[config.mk]
export PLATFORM = sky130hd
export DESIGN_NAME = irq_distributor
export DESIGN_NICKNAME = d
export VERILOG_FILES = /design/src/rtl/irqd_pkg.sv /design/src/rtl/irqd_regs.sv /design/src/rtl/irqd_pending.sv /design/src/rtl/irqd_select.sv /design/src/rtl/irq_distributor.sv
export SDC_FILE = /design/constraint.sdc
export NUM_CORES = 2
export LEC_CHECK = 0
export ABC_AREA = 0
export BUFFER_PORTS_ARGS = -buffer_cell sky130_fd_sc_hd__buf_4
export CAP_MARGIN = 20
export CORE_MARGIN = 4
export CORE_UTILIZATION = 30
export CTS_BUF_LIST = sky130_fd_sc_hd__clkbuf_4 sky130_fd_sc_hd__clkbuf_8 sky130_fd_sc_hd__clkbuf_16
export DETAILED_ROUTE_END_ITERATION = 16
export HOLD_SLACK_MARGIN = 0.12
export PLACE_DENSITY = 0.43
export SETUP_SLACK_MARGIN = 0.4
export SLEW_MARGIN = 20
export SYNTH_ARGS = -nofsm -noshare
export SYNTH_HDL_FRONTEND = slang
export SYNTH_SLANG_ARGS = --single-unit
[constraint.sdc]
create_clock -name clk -period 172.2 [get_ports clk]
set_input_delay 34.44 -clock clk [delete_from_list [all_inputs] [get_ports clk]]
set_output_delay 34.44 -clock clk [all_outputs]
set_load 0.05 [all_outputs]
[src/rtl/irqd_pkg.sv]
package irqd_pkg;

    // word indices (byte address / 4) of each register region
    localparam int W_CTRL  = 'h000;
    localparam int W_ENSET = 'h040;
    localparam int W_ENCLR = 'h060;
    localparam int W_PCLR  = 'h0A0;
    localparam int W_PRIO  = 'h100;
    localparam int W_TGT   = 'h200;
    localparam int W_CFG   = 'h300;
    localparam int W_SGI   = 'h3C0;

    localparam int PRIO_BITS = 5;
    localparam int SGI_IDS   = 16;
    localparam int PPI_IDS   = 16;
    localparam int SPI_BASE  = SGI_IDS + PPI_IDS;

    typedef enum logic [1:0] {
        TRIG_LEVEL = 2'b01,
        TRIG_SOFT  = 2'b10,
        TRIG_EDGE  = 2'b11
    } trig_e;

    typedef struct packed {
        logic [7:0] cores;
        logic [3:0] id;
    } sgi_cmd_t;

    function automatic sgi_cmd_t decode_sgi(logic [31:0] w);
        sgi_cmd_t c;
        c.cores = w[23:16];
        c.id    = w[3:0];
        return c;
    endfunction

    function automatic logic [7:0] prio_byte(logic [PRIO_BITS-1:0] p);
        return {p, 3'b000};
    endfunction

endpackage

[src/rtl/irqd_regs.sv]
module irqd_regs
    import irqd_pkg::*;
#(
    parameter int NUM_CORES = 2,
    parameter int SPI_COUNT = 32,
    localparam int NUM_IRQ  = SPI_BASE + SPI_COUNT
) (
    input  logic                                    clk,
    input  logic                                    rst,
    input  logic                                    wr,
    input  logic [11:0]                             addr,
    input  logic [31:0]                             wdata,
    output logic [31:0]                             rdata,
    output logic                                    dist_en,
    output logic [NUM_IRQ-1:0]                      enable,
    output logic [NUM_IRQ-1:0][PRIO_BITS-1:0]       prio,
    output logic [SPI_COUNT-1:0][NUM_CORES-1:0]     target,
    output logic [SPI_COUNT-1:0]                    edge_sel,
    output logic [NUM_IRQ-1:0]                      pend_clr,
    output logic [NUM_CORES-1:0][SGI_IDS-1:0]       sgi_set
);

    logic [31:0] word;
    sgi_cmd_t    cmd;

    assign word = {22'd0, addr[11:2]};
    assign cmd  = decode_sgi(wdata);

    always_ff @(posedge clk) begin
        if (rst) begin
            dist_en  <= 1'b0;
            enable   <= '0;
            prio     <= '0;
            target   <= '0;
            edge_sel <= '0;
        end else if (wr) begin
            if (word == W_CTRL) dist_en <= wdata[0];
            for (int i = 0; i < NUM_IRQ; i++) begin
                if (word == W_ENSET + i/32 && wdata[i%32]) enable[i] <= 1'b1;
                if (word == W_ENCLR + i/32 && wdata[i%32]) enable[i] <= 1'b0;
                if (word == W_PRIO + i/4) prio[i] <= wdata[(i%4)*8+3 +: PRIO_BITS];
            end
            for (int j = 0; j < SPI_COUNT; j++) begin
                if (word == W_TGT + (SPI_BASE + j)/4)
                    target[j] <= wdata[(j%4)*8 +: NUM_CORES];
                if (word == W_CFG + (SPI_BASE + j)/16)
                    edge_sel[j] <= wdata[((SPI_BASE + j)%16)*2 + 1];
            end
        end
    end

    for (genvar i = 0; i < NUM_IRQ; i++) begin : g_pclr
        assign pend_clr[i] = wr && (word == W_PCLR + i/32) && wdata[i%32];
    end

    for (genvar c = 0; c < NUM_CORES; c++) begin : g_core
        for (genvar k = 0; k < SGI_IDS; k++) begin : g_sgi
            assign sgi_set[c][k] = wr && (word == W_SGI) && cmd.cores[c] && (cmd.id == 4'(k));
        end
    end

    always_comb begin
        rdata = '0;
        if (word == W_CTRL) rdata[0] = dist_en;
        for (int i = 0; i < NUM_IRQ; i++) begin
            if (word == W_ENSET + i/32 || word == W_ENCLR + i/32) rdata[i%32] = enable[i];
            if (word == W_PRIO + i/4) rdata[(i%4)*8 +: 8] = prio_byte(prio[i]);
        end
        for (int i = 0; i < SPI_BASE; i++) begin
            if (word == W_CFG + i/16)
                rdata[(i%16)*2 +: 2] = (i < SGI_IDS) ? TRIG_SOFT : TRIG_LEVEL;
        end
        for (int j = 0; j < SPI_COUNT; j++) begin
            if (word == W_CFG + (SPI_BASE + j)/16)
                rdata[((SPI_BASE + j)%16)*2 +: 2] = edge_sel[j] ? TRIG_EDGE : TRIG_LEVEL;
            if (word == W_TGT + (SPI_BASE + j)/4)
                rdata[(j%4)*8 +: 8] = 8'(target[j]);
        end
    end

    always_ff @(posedge clk) begin
        if (!rst && word >= W_PRIO && word < W_PRIO + NUM_IRQ/4)
            assert_prio_low_zero_R5: assert ((rdata & 32'h0707_0707) == 32'd0)
                else $error("priority low bits nonzero");
        if (!rst && word == W_CFG)
            assert_soft_trig_fixed_R6: assert (rdata == 32'hAAAA_AAAA)
                else $error("software trigger field not fixed");
    end

endmodule

[src/rtl/irqd_pending.sv]
module irqd_pending
    import irqd_pkg::*;
#(
    parameter int NUM_CORES = 2,
    parameter int SPI_COUNT = 32,
    localparam int NUM_IRQ  = SPI_BASE + SPI_COUNT
) (
    input  logic                                 clk,
    input  logic                                 rst,
    input  logic [NUM_CORES*PPI_IDS-1:0]         ppi_in,
    input  logic [SPI_COUNT-1:0]                 spi_in,
    input  logic [SPI_COUNT-1:0]                 edge_sel,
    input  logic [NUM_IRQ-1:0]                   pend_clr,
    input  logic [NUM_CORES-1:0][SGI_IDS-1:0]    sgi_set,
    output logic [NUM_CORES-1:0][SGI_IDS-1:0]    sgi_pend,
    output logic [NUM_CORES-1:0][PPI_IDS-1:0]    ppi_pend,
    output logic [SPI_COUNT-1:0]                 spi_pend
);

    logic [SPI_COUNT-1:0] spi_prev;

    always_ff @(posedge clk) begin
        if (rst) begin
            sgi_pend <= '0;
            ppi_pend <= '0;
            spi_pend <= '0;
            spi_prev <= '0;
        end else begin
            spi_prev <= spi_in;
            for (int c = 0; c < NUM_CORES; c++) begin
                sgi_pend[c] <= (sgi_pend[c] & ~pend_clr[SGI_IDS-1:0]) | sgi_set[c];
                ppi_pend[c] <= ppi_in[c*PPI_IDS +: PPI_IDS];
            end
            for (int j = 0; j < SPI_COUNT; j++) begin
                if (edge_sel[j])
                    spi_pend[j] <= (spi_pend[j] & ~pend_clr[SPI_BASE + j]) | (spi_in[j] & ~spi_prev[j]);
                else
                    spi_pend[j] <= spi_in[j];
            end
        end
    end

    for (genvar j = 0; j < SPI_COUNT; j++) begin : g_spi_chk
        assert_edge_hold_R10: assert property (@(posedge clk) disable iff (rst)
            (edge_sel[j] && spi_pend[j] && !pend_clr[SPI_BASE + j]) |=> spi_pend[j]);
        assert_level_follow_R10: assert property (@(posedge clk) disable iff (rst)
            !edge_sel[j] |=> (spi_pend[j] == $past(spi_in[j])));
    end

    for (genvar c = 0; c < NUM_CORES; c++) begin : g_sgi_chk
        for (genvar k = 0; k < SGI_IDS; k++) begin : g_id
            assert_soft_clear_R11: assert property (@(posedge clk) disable iff (rst)
                (pend_clr[k] && !sgi_set[c][k]) |=> !sgi_pend[c][k]);
        end
    end

endmodule

[src/rtl/irqd_select.sv]
module irqd_select
    import irqd_pkg::*;
#(
    parameter int NUM_IRQ = 64,
    localparam int IDW    = $clog2(NUM_IRQ)
) (
    input  logic [NUM_IRQ-1:0]                 elig,
    input  logic [NUM_IRQ-1:0][PRIO_BITS-1:0]  prio,
    output logic                               hit,
    output logic [IDW-1:0]                     id,
    output logic [PRIO_BITS-1:0]               best
);

    always_comb begin
        hit  = 1'b0;
        id   = '0;
        best = '1;
        for (int i = 0; i < NUM_IRQ; i++) begin
            // strict compare keeps the lower ID on a tie
            if (elig[i] && (!hit || prio[i] < best)) begin
                hit  = 1'b1;
                id   = IDW'(i);
                best = prio[i];
            end
        end
    end

endmodule

[src/rtl/irq_distributor.sv]
module irq_distributor
    import irqd_pkg::*;
#(
    parameter int NUM_CORES = 2,
    parameter int SPI_COUNT = 32,
    localparam int NUM_IRQ  = SPI_BASE + SPI_COUNT,
    localparam int IDW      = $clog2(NUM_IRQ)
) (
    input  logic                          clk,
    input  logic                          rst,
    input  logic                          reg_wr,
    input  logic [11:0]                   reg_addr,
    input  logic [31:0]                   reg_wdata,
    output logic [31:0]                   reg_rdata,
    input  logic [NUM_CORES*PPI_IDS-1:0]  ppi_in,
    input  logic [SPI_COUNT-1:0]          spi_in,
    output logic [NUM_CORES-1:0]          core_req,
    output logic [NUM_CORES*IDW-1:0]      core_id,
    output logic [NUM_CORES*8-1:0]        core_prio
);

    logic                                 dist_en;
    logic [NUM_IRQ-1:0]                   enable;
    logic [NUM_IRQ-1:0][PRIO_BITS-1:0]    prio;
    logic [SPI_COUNT-1:0][NUM_CORES-1:0]  target;
    logic [SPI_COUNT-1:0]                 edge_sel;
    logic [NUM_IRQ-1:0]                   pend_clr;
    logic [NUM_CORES-1:0][SGI_IDS-1:0]    sgi_set;
    logic [NUM_CORES-1:0][SGI_IDS-1:0]    sgi_pend;
    logic [NUM_CORES-1:0][PPI_IDS-1:0]    ppi_pend;
    logic [SPI_COUNT-1:0]                 spi_pend;
    logic [NUM_CORES-1:0][NUM_IRQ-1:0]    elig;

    irqd_regs #(.NUM_CORES(NUM_CORES), .SPI_COUNT(SPI_COUNT)) u_regs (
        .clk(clk), .rst(rst), .wr(reg_wr), .addr(reg_addr), .wdata(reg_wdata),
        .rdata(reg_rdata), .dist_en(dist_en), .enable(enable), .prio(prio),
        .target(target), .edge_sel(edge_sel), .pend_clr(pend_clr), .sgi_set(sgi_set)
    );

    irqd_pending #(.NUM_CORES(NUM_CORES), .SPI_COUNT(SPI_COUNT)) u_pend (
        .clk(clk), .rst(rst), .ppi_in(ppi_in), .spi_in(spi_in), .edge_sel(edge_sel),
        .pend_clr(pend_clr), .sgi_set(sgi_set), .sgi_pend(sgi_pend),
        .ppi_pend(ppi_pend), .spi_pend(spi_pend)
    );

    for (genvar c = 0; c < NUM_CORES; c++) begin : g_core
        logic                 sel_hit;
        logic [IDW-1:0]       sel_id;
        logic [PRIO_BITS-1:0] sel_prio;

        for (genvar i = 0; i < NUM_IRQ; i++) begin : g_id
            logic raw;
            if (i < SGI_IDS) begin : g_soft
                assign raw = sgi_pend[c][i];
            end else if (i < SPI_BASE) begin : g_priv
                assign raw = ppi_pend[c][i - SGI_IDS];
            end else begin : g_shared
                assign raw = spi_pend[i - SPI_BASE] && target[i - SPI_BASE][c];
            end
            assign elig[c][i] = raw && enable[i] && dist_en;
        end

        irqd_select #(.NUM_IRQ(NUM_IRQ)) u_sel (
            .elig(elig[c]), .prio(prio), .hit(sel_hit), .id(sel_id), .best(sel_prio)
        );

        always_ff @(posedge clk) begin
            if (rst) begin
                core_req[c]            <= 1'b0;
                core_id[c*IDW +: IDW]  <= '0;
                core_prio[c*8 +: 8]    <= '0;
            end else begin
                core_req[c]            <= sel_hit;
                core_id[c*IDW +: IDW]  <= sel_id;
                core_prio[c*8 +: 8]    <= sel_hit ? prio_byte(sel_prio) : 8'd0;
            end
        end

        assert_idle_when_none_R9: assert property (@(posedge clk) disable iff (rst)
            (elig[c] == '0) |=> !core_req[c]);
        assert_out_prio_format_R5: assert property (@(posedge clk) disable iff (rst)
            core_req[c] |-> (core_prio[c*8 +: 3] == 3'd0));
    end

    assert_global_gate_R2: assert property (@(posedge clk) disable iff (rst)
        !dist_en |=> (core_req == '0));

endmodule

Yosys cells after proc, flatten, opt, wreduce, memory -nomap -nowiden
Index checks and enable logic that the tools add are counted.
W data, S select, Z words.
{"block": "totals", "inputBits": 111, "register_bits": 639, "wordCells": 2391, "output_inout_bits": 62}
{"block": "op_classes", "mux": 799, "bitwise_logic": 167, "n_lt_le_gt_ge": 126, "n_reduce_logical": 1072, "eq_ne": 50}
{"cell": "$mux W5", "n": 160}
{"cell": "$mux W8", "n": 96}
{"cell": "$logic_and A1 B1 Y1", "n": 659}
{"cell": "$lt A5 B5 Y1", "n": 126}
{"cell": "$mux W6", "n": 64}
{"cell": "$mux W1", "n": 355}
{"cell": "$mux W2", "n": 100}
{"cell": "$reduce_and A2 Y1", "n": 91}
{"cell": "$eq A10 B9 Y1 const B", "n": 16}
{"cell": "$eq A10 B10 Y1 const B", "n": 13}
{"cell": "$logic_or A1 B1 Y1", "n": 128}
{"cell": "$reduce_bool A2 Y1", "n": 64}
{"cell": "$logic_not A1 Y1", "n": 126}
{"cell": "$not A1 Y1", "n": 66}
{"cell": "$and A1 B1 Y1", "n": 64}
{"cell": "$mux W4", "n": 16}
{"cell": "$eq A10 B7 Y1 const B", "n": 4}
{"cell": "$and A16 B16 Y16", "n": 2}
{"cell": "$eq A4 B4 Y1 const B", "n": 8}
{"cell": "$logic_not A32 Y1", "n": 1}
{"cell": "$or A1 B1 Y1", "n": 32}
{"cell": "$or A16 B16 Y16", "n": 2}
{"cell": "$mux W3", "n": 8}
{"cell": "$eq A10 B8 Y1 const B", "n": 2}
{"cell": "other kinds (6)", "n": 11}

Longest topological paths before layout
{"block": "logic_depth", "word_depth": 257, "depth_mapped": 554, "mapped_depth_nobuf": 527}

Modules after synthesis
From an unflattened synthesis, not the netlist that was laid out.
{"block": "unflattened", "hier_cells": 8875, "area_unflattened_um2": 64560.7}
{"module": "irqd_select", "area_per_inst_um2": 17860.9, "instances": 2, "cells_per_inst": 2629, "seq_area_each_um2": 0.0}
{"module": "irqd_regs", "area_per_inst_um2": 22875.7, "instances": 1, "cells_per_inst": 3020, "seq_area_each_um2": 9629.2}
{"module": "irqd_pending", "area_per_inst_um2": 4214.0, "instances": 1, "cells_per_inst": 398, "seq_area_each_um2": 2562.5}
{"module": "irq_distributor", "area_per_inst_um2": 1749.2, "instances": 1, "cells_per_inst": 199, "seq_area_each_um2": 480.5}

Worst setup path before layout
OpenSTA, ideal clock, no wires.
{"block": "synth_timing", "path_type": "reg-to-reg", "startpoint": "register u_regs.dist_en", "endpoint": "register core_prio[4]", "n_path_buf": 26, "synth_period_minus_slack_ns": 93.699, "t_required_ns": 172.105, "path_stages_with_launch": 500, "slack_ns": 78.501, "t_arrival_ns": 93.604, "path_cell_list": "dfxtp_1 -> buf_6 -> clkbuf_4 -> nand3_1 -> nor2_1 -> ha_1 -> and2b_2 -> a221o_2 -> nand2_1 -> nor2_2 -> a21oi_1 -> inv_1 -> ha_1 -> nor3_1 -> o41ai_1 -> or3_1 -> nand3_1 -> nand2_1 -> (+464 left out) -> nor2_1 -> a31o_2 -> inv_1 -> nor2_4 -> a22o_2 -> nor2_1 -> ha_1 -> a21o_1 -> a21o_1 -> a21oi_1 -> nand2_1 -> nor2_1 -> and3_1 -> nand3_1 -> nand3b_2 -> buf_6 -> a21oi_1 -> a221oi_1"}
{"block": "synth_between", "elab_chain_len": 256, "word_cells_on_any_way": 446, "classes_between": "order compare (63); mux (128); bitwise (1); reduce/logical (254)"}
{"element": "start: declaration", "line": "irqd_regs.sv:14", "text": "output logic dist_en,"}
{"element": "start signal: assignment", "line": "irqd_regs.sv:37", "text": "if (word == W_CTRL) dist_en <= wdata[0];"}
{"element": "$logic_and A1 B1 Y1", "line": "irq_distributor.sv:60", "text": "assign elig[c][i] = raw && enable[i] && dist_en;"}
{"element": "$mux W5 or $mux W1 (tied branches)", "line": "irqd_select.sv:20", "text": "if (elig[i] && (!hit || prio[i] < best)) begin"}
{"element": "$lt A5 B5 Y1 or $logic_not A1 Y1 (tied branches)", "line": "irqd_select.sv:20"}
{"element": "$logic_or A1 B1 Y1", "line": "irqd_select.sv:20"}
{"element": "$logic_and A1 B1 Y1", "line": "irqd_select.sv:20"}
{"element": "$mux W5 or $mux W1 (tied branches)", "line": "irqd_select.sv:20"}
{"element": "$lt A5 B5 Y1 or $logic_not A1 Y1 (tied branches)", "line": "irqd_select.sv:20"}
{"element": "$logic_or A1 B1 Y1", "line": "irqd_select.sv:20"}
{"element": "(+240 left out)"}
{"element": "$logic_and A1 B1 Y1", "line": "irqd_select.sv:20"}
{"element": "$mux W5 or $mux W1 (tied branches)", "line": "irqd_select.sv:20"}
{"element": "$lt A5 B5 Y1 or $logic_not A1 Y1 (tied branches)", "line": "irqd_select.sv:20"}
{"element": "$logic_or A1 B1 Y1", "line": "irqd_select.sv:20"}
{"element": "$logic_and A1 B1 Y1", "line": "irqd_select.sv:20"}
{"element": "$mux W1", "line": "irqd_select.sv:20"}
{"element": "$not A1 Y1 (no line)"}
{"element": "$reduce_or A2 Y1 (no line)"}
{"element": "end signal: indexed assignment", "line": "irq_distributor.sv:75", "text": "core_prio[c*8 +: 8] <= sel_hit ? prio_byte(sel_prio) : 8'd0;"}
{"element": "end: declaration", "line": "irq_distributor.sv:19", "text": "output logic [NUM_CORES*8-1:0] core_prio"}
Parallel ways exist; a longest one is shown, timed or not.
A chain may end at the register's enable or synchronous reset.

Worst setup path after layout
{"block": "layout_timing", "startpoint": "register u_regs.enable[0]", "endpoint": "register core_id[11]"}
{"block": "layout_between", "elab_chain_len": 255, "word_cells_on_any_way": 412, "classes_between": "order compare (63); mux (158); reduce/logical (191)"}
{"element": "start: declaration", "line": "irqd_regs.sv:15", "text": "output logic [NUM_IRQ-1:0] enable,"}
{"element": "start signal: assignment", "line": "irqd_regs.sv:32", "text": "enable <= '0;"}
{"element": "start signal: indexed assignment", "line": "irqd_regs.sv:39", "text": "if (word == W_ENSET + i/32 && wdata[i%32]) enable[i] <= 1'b1;"}
{"element": "start signal: indexed assignment", "line": "irqd_regs.sv:40", "text": "if (word == W_ENCLR + i/32 && wdata[i%32]) enable[i] <= 1'b0;"}
{"element": "$logic_and A1 B1 Y1 (*) (2 in a row)", "line": "irq_distributor.sv:60"}
{"element": "$mux W5 or $mux W1 (tied branches)", "line": "irqd_select.sv:20"}
{"element": "$lt A5 B5 Y1 or $logic_not A1 Y1 (tied branches)", "line": "irqd_select.sv:20"}
{"element": "$logic_or A1 B1 Y1", "line": "irqd_select.sv:20"}
{"element": "$logic_and A1 B1 Y1", "line": "irqd_select.sv:20"}
{"element": "$mux W5 or $mux W1 (tied branches)", "line": "irqd_select.sv:20"}
{"element": "$lt A5 B5 Y1 or $logic_not A1 Y1 (tied branches)", "line": "irqd_select.sv:20"}
{"element": "$logic_or A1 B1 Y1", "line": "irqd_select.sv:20"}
{"element": "(+238 left out)"}
{"element": "$lt A5 B5 Y1 or $logic_not A1 Y1 (tied branches)", "line": "irqd_select.sv:20"}
{"element": "$logic_or A1 B1 Y1", "line": "irqd_select.sv:20"}
{"element": "$logic_and A1 B1 Y1", "line": "irqd_select.sv:20"}
{"element": "$mux W5 or $mux W1 (tied branches)", "line": "irqd_select.sv:20"}
{"element": "$lt A5 B5 Y1 or $logic_not A1 Y1 (tied branches)", "line": "irqd_select.sv:20"}
{"element": "$logic_or A1 B1 Y1", "line": "irqd_select.sv:20"}
{"element": "$logic_and A1 B1 Y1", "line": "irqd_select.sv:20"}
{"element": "$mux W6 (*)", "line": "irqd_select.sv:20"}
{"element": "end signal: indexed assignment", "line": "irq_distributor.sv:74", "text": "core_id[c*IDW +: IDW] <= sel_id;"}
{"element": "end: declaration", "line": "irq_distributor.sv:18", "text": "output logic [NUM_CORES*IDW-1:0] core_id,"}
Every way passes the cells marked *; elsewhere a longest branch is shown, timed or not.

==> flow_summary.html <==
<table>
<tr><th>Metric</th><th>Value</th></tr>
<tr><th colspan="2">Outcome</th></tr>
<tr><td>Run status</td><td>complete, no violations</td></tr>
<tr><th colspan="2">Routing</th></tr>
<tr><td>Total iterations of the first detailed-routing run</td><td>8</td></tr>
<tr><td>Ratio of routed vias to standard cells</td><td>6.088</td></tr>
<tr><td>Sum of routed wire length over all layers</td><td>312,500 µm</td></tr>
<tr><td>Post-route ant nets</td><td>0</td></tr>
<tr><td>Final routed DRC violation total</td><td>0</td></tr>
<tr><td>DR vias</td><td>66,450</td></tr>
<tr><td>Number of design-rule violations left by the first detailed-router iteration</td><td>7,742</td></tr>
<tr><td>Post-DR wirelength/cell</td><td>28.63 µm</td></tr>
<tr><th colspan="2">Layout</th></tr>
<tr><td>Fill cell instance count of the final layout</td><td>21,700</td></tr>
<tr><td># nets final</td><td>8,551</td></tr>
<tr><td>Number of cells in the finished layout apart from fillers</td><td>10,920</td></tr>
<tr><td>Area of the multi-input gates</td><td>43,540 µm²</td></tr>
<tr><td>Seq. cell area</td><td>12,680 µm²</td></tr>
<tr><td>Share of final-layout standard cells stronger than drive strength 1</td><td>0.1229</td></tr>
<tr><td>Area of all placed cells without fillers</td><td>65,440 µm²</td></tr>
<tr><td>Synthesis-to-finish area growth</td><td>7.453%</td></tr>
<tr><th colspan="2">Worst setup path</th></tr>
<tr><td>Crit. End Element</td><td>flop</td></tr>
<tr><td>Critical path startpoint category</td><td>flop</td></tr>
<tr><td>Standard cell with the maximum stage delay on the critical path</td><td>nor2_1</td></tr>
<tr><td>CP arrival</td><td>113.86 ns</td></tr>
<tr><td>Worst setup slack for register-to-register paths</td><td>58.93 ns</td></tr>
<tr><td>Cell repeated most along the worst path</td><td>ha_1</td></tr>
<tr><td>Slowest Stage Delay on Critical Path</td><td>0.84 ns</td></tr>
<tr><td>Start-to-end type of the worst setup path</td><td>reg2reg</td></tr>
<tr><td>Worst-path fanout max</td><td>17</td></tr>
<tr><td>Worst EP required</td><td>172.79 ns</td></tr>
<tr><th colspan="2">Global routing</th></tr>
<tr><td>GR Util met1</td><td>0.4019</td></tr>
<tr><td>Initial antenna violation count</td><td>19</td></tr>
<tr><td>Grt total ovfl</td><td>0</td></tr>
<tr><td>Number of global-route vias before repair</td><td>60,030</td></tr>
<tr><td>Global-route wire length before repair</td><td>441,600 µm</td></tr>
<tr><td>All-layer global routing usage</td><td>0.2820</td></tr>
<tr><td>M2 GR Usage</td><td>0.4185</td></tr>
<tr><td>Global-route layer with the greatest usage</td><td>met2</td></tr>
<tr><td>Largest net degree at the start of global routing</td><td>118</td></tr>
<tr><td>GR Util met3</td><td>0.04796</td></tr>
<tr><th colspan="2">Floorplanning</th></tr>
<tr><td>Die H</td><td>458.6 µm</td></tr>
<tr><td>Initial Utilization</td><td>0.3013</td></tr>
<tr><td>Cell row count</td><td>165</td></tr>
<tr><td>Top-level port count</td><td>173</td></tr>
<tr><td>Die area</td><td>210,300 µm²</td></tr>
<tr><td>Core area</td><td>202,100 µm²</td></tr>
<tr><td>Die width</td><td>458.6 µm</td></tr>
<tr><th colspan="2">STA</th></tr>
<tr><td>Clock Skews</td><td>0.04393 ns</td></tr>
<tr><td>Final Hold Fails</td><td>0</td></tr>
<tr><td>Worst max-slew margin expressed relative to the limit</td><td>0.2489</td></tr>
<tr><td>Hold WS</td><td>0.4659 ns</td></tr>
<tr><td>Max frequency</td><td>8.829 MHz</td></tr>
<tr><td>Minimum period implied by the final worst setup slack</td><td>113.27 ns</td></tr>
<tr><td>Post-route clock period utilization</td><td>0.6578</td></tr>
<tr><td>RSZ-0062 raised after global routing</td><td>false</td></tr>
<tr><td>Final number of max-transition violations</td><td>0</td></tr>
<tr><td>Total of endpoints with negative setup slack in the final report</td><td>0</td></tr>
<tr><td>Total Neg Setup Slack</td><td>0 ns</td></tr>
<tr><td>Slew at the pin closest to its max-slew limit</td><td>1.127 ns</td></tr>
<tr><th colspan="2">Clock tree</th></tr>
<tr><td>Number of H-tree levels</td><td>3</td></tr>
<tr><td>Number of buffers between clock root and the deepest sink</td><td>3</td></tr>
<tr><td>Clock latency on the worst-skew pair</td><td>0.74 ns</td></tr>
<tr><td>Post-CTS setup repair buffer count</td><td>0</td></tr>
<tr><td>Clock Sink Count</td><td>633</td></tr>
<tr><td>CTS root buf</td><td>clkbuf_16</td></tr>
<tr><td>CTS buffer count</td><td>79</td></tr>
<tr><td>Hold-fix buffers at CTS</td><td>0</td></tr>
<tr><td>Clock tree from TritonCTS</td><td>done</td></tr>
<tr><td>Clk pin slew, worst setup/hold paths</td><td>0.06 ns</td></tr>
<tr><td>Resized cells post-CTS</td><td>0</td></tr>
<tr><th colspan="2">Placed design</th></tr>
<tr><td>Total instance count after detailed placement</td><td>10,770</td></tr>
<tr><td>Final HPWL DP</td><td>236,400 µm</td></tr>
<tr><td># port buffers</td><td>164</td></tr>
<tr><td>GPL Wtd Cong</td><td>0.9680</td></tr>
<tr><td>Total placed instance area</td><td>62,600 µm²</td></tr>
<tr><th colspan="2">Synthesis</th></tr>
<tr><td>Predominant post-synthesis flop cell</td><td>dfxtp_1</td></tr>
<tr><td>Average footprint of a synthesized cell</td><td>7.276 µm²</td></tr>
<tr><td>Synthesized netlist cell count</td><td>8,370</td></tr>
<tr><td>Post-synthesis cell type count</td><td>195</td></tr>
<tr><td>Combined area of all synthesized cells</td><td>60,900 µm²</td></tr>
<tr><td>Yosys warning total</td><td>0</td></tr>
<tr><td>Number of synthesized flops with an enable pin</td><td>0</td></tr>
<tr><td>Sequential fraction of the synthesis area</td><td>0.2081</td></tr>
<tr><td>Seq cells post-synth</td><td>633</td></tr>
<tr><td>Share of synthesized registers carrying an async set or reset</td><td>0</td></tr>
<tr><th colspan="2">Pwr</th></tr>
<tr><td>Switching portion of total power</td><td>0.2641</td></tr>
<tr><td>Combinational power share</td><td>0.051</td></tr>
<tr><td>Leakage power</td><td>25.79 nW</td></tr>
<tr><td>Cell internal power dissipation</td><td>0.2590 mW</td></tr>
<tr><td>Sequential share of power</td><td>0.422</td></tr>
<tr><td>Max IR drop VDD</td><td>0.000007966 V</td></tr>
<tr><td>Switching pwr</td><td>0.09296 mW</td></tr>
<tr><td>Clock group share of total power</td><td>0.527</td></tr>
<tr><td>Total power density per cell area</td><td>5.378 nW/µm²</td></tr>
<tr><th colspan="2">Flow run</th></tr>
<tr><td># Max-Cap Violations</td><td>0</td></tr>
<tr><th colspan="2">Worst hold path</th></tr>
<tr><td>Hold crit path type</td><td>reg2reg</td></tr>
</table>
per-stage QoR:
step / worst slack [ns] / power [mW] / utilization
after floorplan: 78.50 / 0.1585 / -
after global placement: 60.80 / 0.1689 / 0.3097
after detailed placement: 60.61 / 0.1690 / 0.3097
after CTS: 60.03 / 0.3523 / 0.3237
after global routing: 49.18 / 0.3587 / 0.3238
final: 58.93 / 0.3519 / 0.3238
power by group through the flow:
| stage | clock network [mW] | registers (mW) | logic (mW) |
|---|---|---|---|
| 3_5_place_dp | 0 | 0.152 | 0.0173 |
| 2_1_floorplan | 0 | 0.151 | 0.00718 |
| 5_1_grt | 0.192 | 0.149 | 0.0178 |
| 3_3_place_gp | 0 | 0.152 | 0.0172 |
| 6_report | 0.186 | 0.148 | 0.0179 |
| 4_1_cts | 0.187 | 0.148 | 0.0173 |
kinds of logic after synthesis:
logic type                 synth area share
and+or+nand+nor                      0.2565
AOI/OAI and AO/OA                    0.3396
buffers and inverters               0.07866
DFF                                  0.2081
adders and majority gates           0.06192
muxes                               0.04957
xor gates and xnor gates           0.005588
other                            0.00006157
registers in the layout, indices dropped and copies added (netlist names):
name	cells
core_id	12
core_prio	10
core_req	2
u_pend.ppi_pend	32
u_pend.sgi_pend	32
u_pend.spi_pend	32
u_pend.spi_prev	32
u_regs.dist_en	1
u_regs.edge_sel	32
u_regs.enable	64
u_regs.prio	320
u_regs.target	64
final cells by class:
class / instances / area share
clock inverters: 35 / 0.008642
well taps: 2672 / 0.05109
flip-flops and latches: 633 / 0.1937
repair buffers: 230 / 0.02675
diodes: 8 / 0.0003059
clock buffers: 105 / 0.03443
multi-input cells: 6887 / 0.6653
inverters: 345 / 0.01979
cell usage in the layout (no fill, tap or decap), types with 63 or more instances in the layout:
cell type     n
or2_2        72
ha_1        264
a22oi_1      88
nor2b_1      91
clkbuf_16    79
nor3_1      134
inv_1       338
nand4_1     133
nor2_1      627
o211ai_1     96
and2_1       63
a21o_1      107
o21ai_0     426
buf_4       227
dfxtp_1     632
o22ai_1      72
mux2i_1     186
a21oi_1     888
nand3_1     224
a311oi_1     90
a211oi_1    121
nand2_1    1501
a31oi_1      94
worst max-delay path: cells and delay by family, from the launching register on:
kind | cells | cell delay (ns)
buf+inv | 26 | 2.06
fa+ha+maj | 64 | 19.08
flops | 1 | 0.65
compound gates | 217 | 53.97
simple gates | 148 | 29.61
mux | 26 | 7.56
final timing paths:
kind / start / end / depth (start not counted)
worst max-delay path: u_regs.enable[0]$_SDFFE_PP0P_ / core_id[11]$_SDFF_PP0_ / 481
worst min-delay path: u_pend.spi_prev[21]$_SDFF_PP0_ / u_pend.spi_pend[21]$_SDFF_PP0_ / 2
worst max register to register: u_regs.enable[0]$_SDFFE_PP0P_ / core_id[11]$_SDFF_PP0_ / 481
worst min register to register: u_pend.spi_prev[21]$_SDFF_PP0_ / u_pend.spi_pend[21]$_SDFF_PP0_ / 2
layer usage:
metal  vias up  share of wire
met5         -       0.000086
met4         4          0.044
met3       460          0.083
met2      3040           0.42
met1     32350           0.45
li1      30600              -
Yosys cell counts, drive strengths merged (23+ instances only):
library cell,count,area [µm²]
a211o,51,462.9
o211ai,102,795.8
a22oi,91,706.9
a311oi,97,904.6
o221ai,55,494.2
a31oi,103,726.9
o31a,36,331.6
clkbuf,402,2565
o21ai,488,2532
a21o,135,1049
a221o,24,246.5
a31o,29,254.0
a221oi,68,663.2
and2,98,656.9
and3,86,576.8
nand2b,50,312.8
or3,74,499.2
nand4,136,869.6
a21boi,43,349.1
o22ai,75,488.0
inv,339,1272
maj3,46,467.9
o21a,56,431.7
nor2,649,2511
nor3,148,767.0
or2,91,576.8
and4,23,219.0
mux2,70,844.6
o21bai,27,206.5
nor2b,92,578.1
buf,100,828.3
ha,264,3303
mux2i,198,2062
o31ai,60,530.5
a211oi,141,1181
nand3,229,1171
a21oi,904,4607
xnor2,29,254.0
dfxtp,633,12670
nor4,31,206.4
nand2,1502,5640
Note: power is estimated with default switching activity, not from simulation.
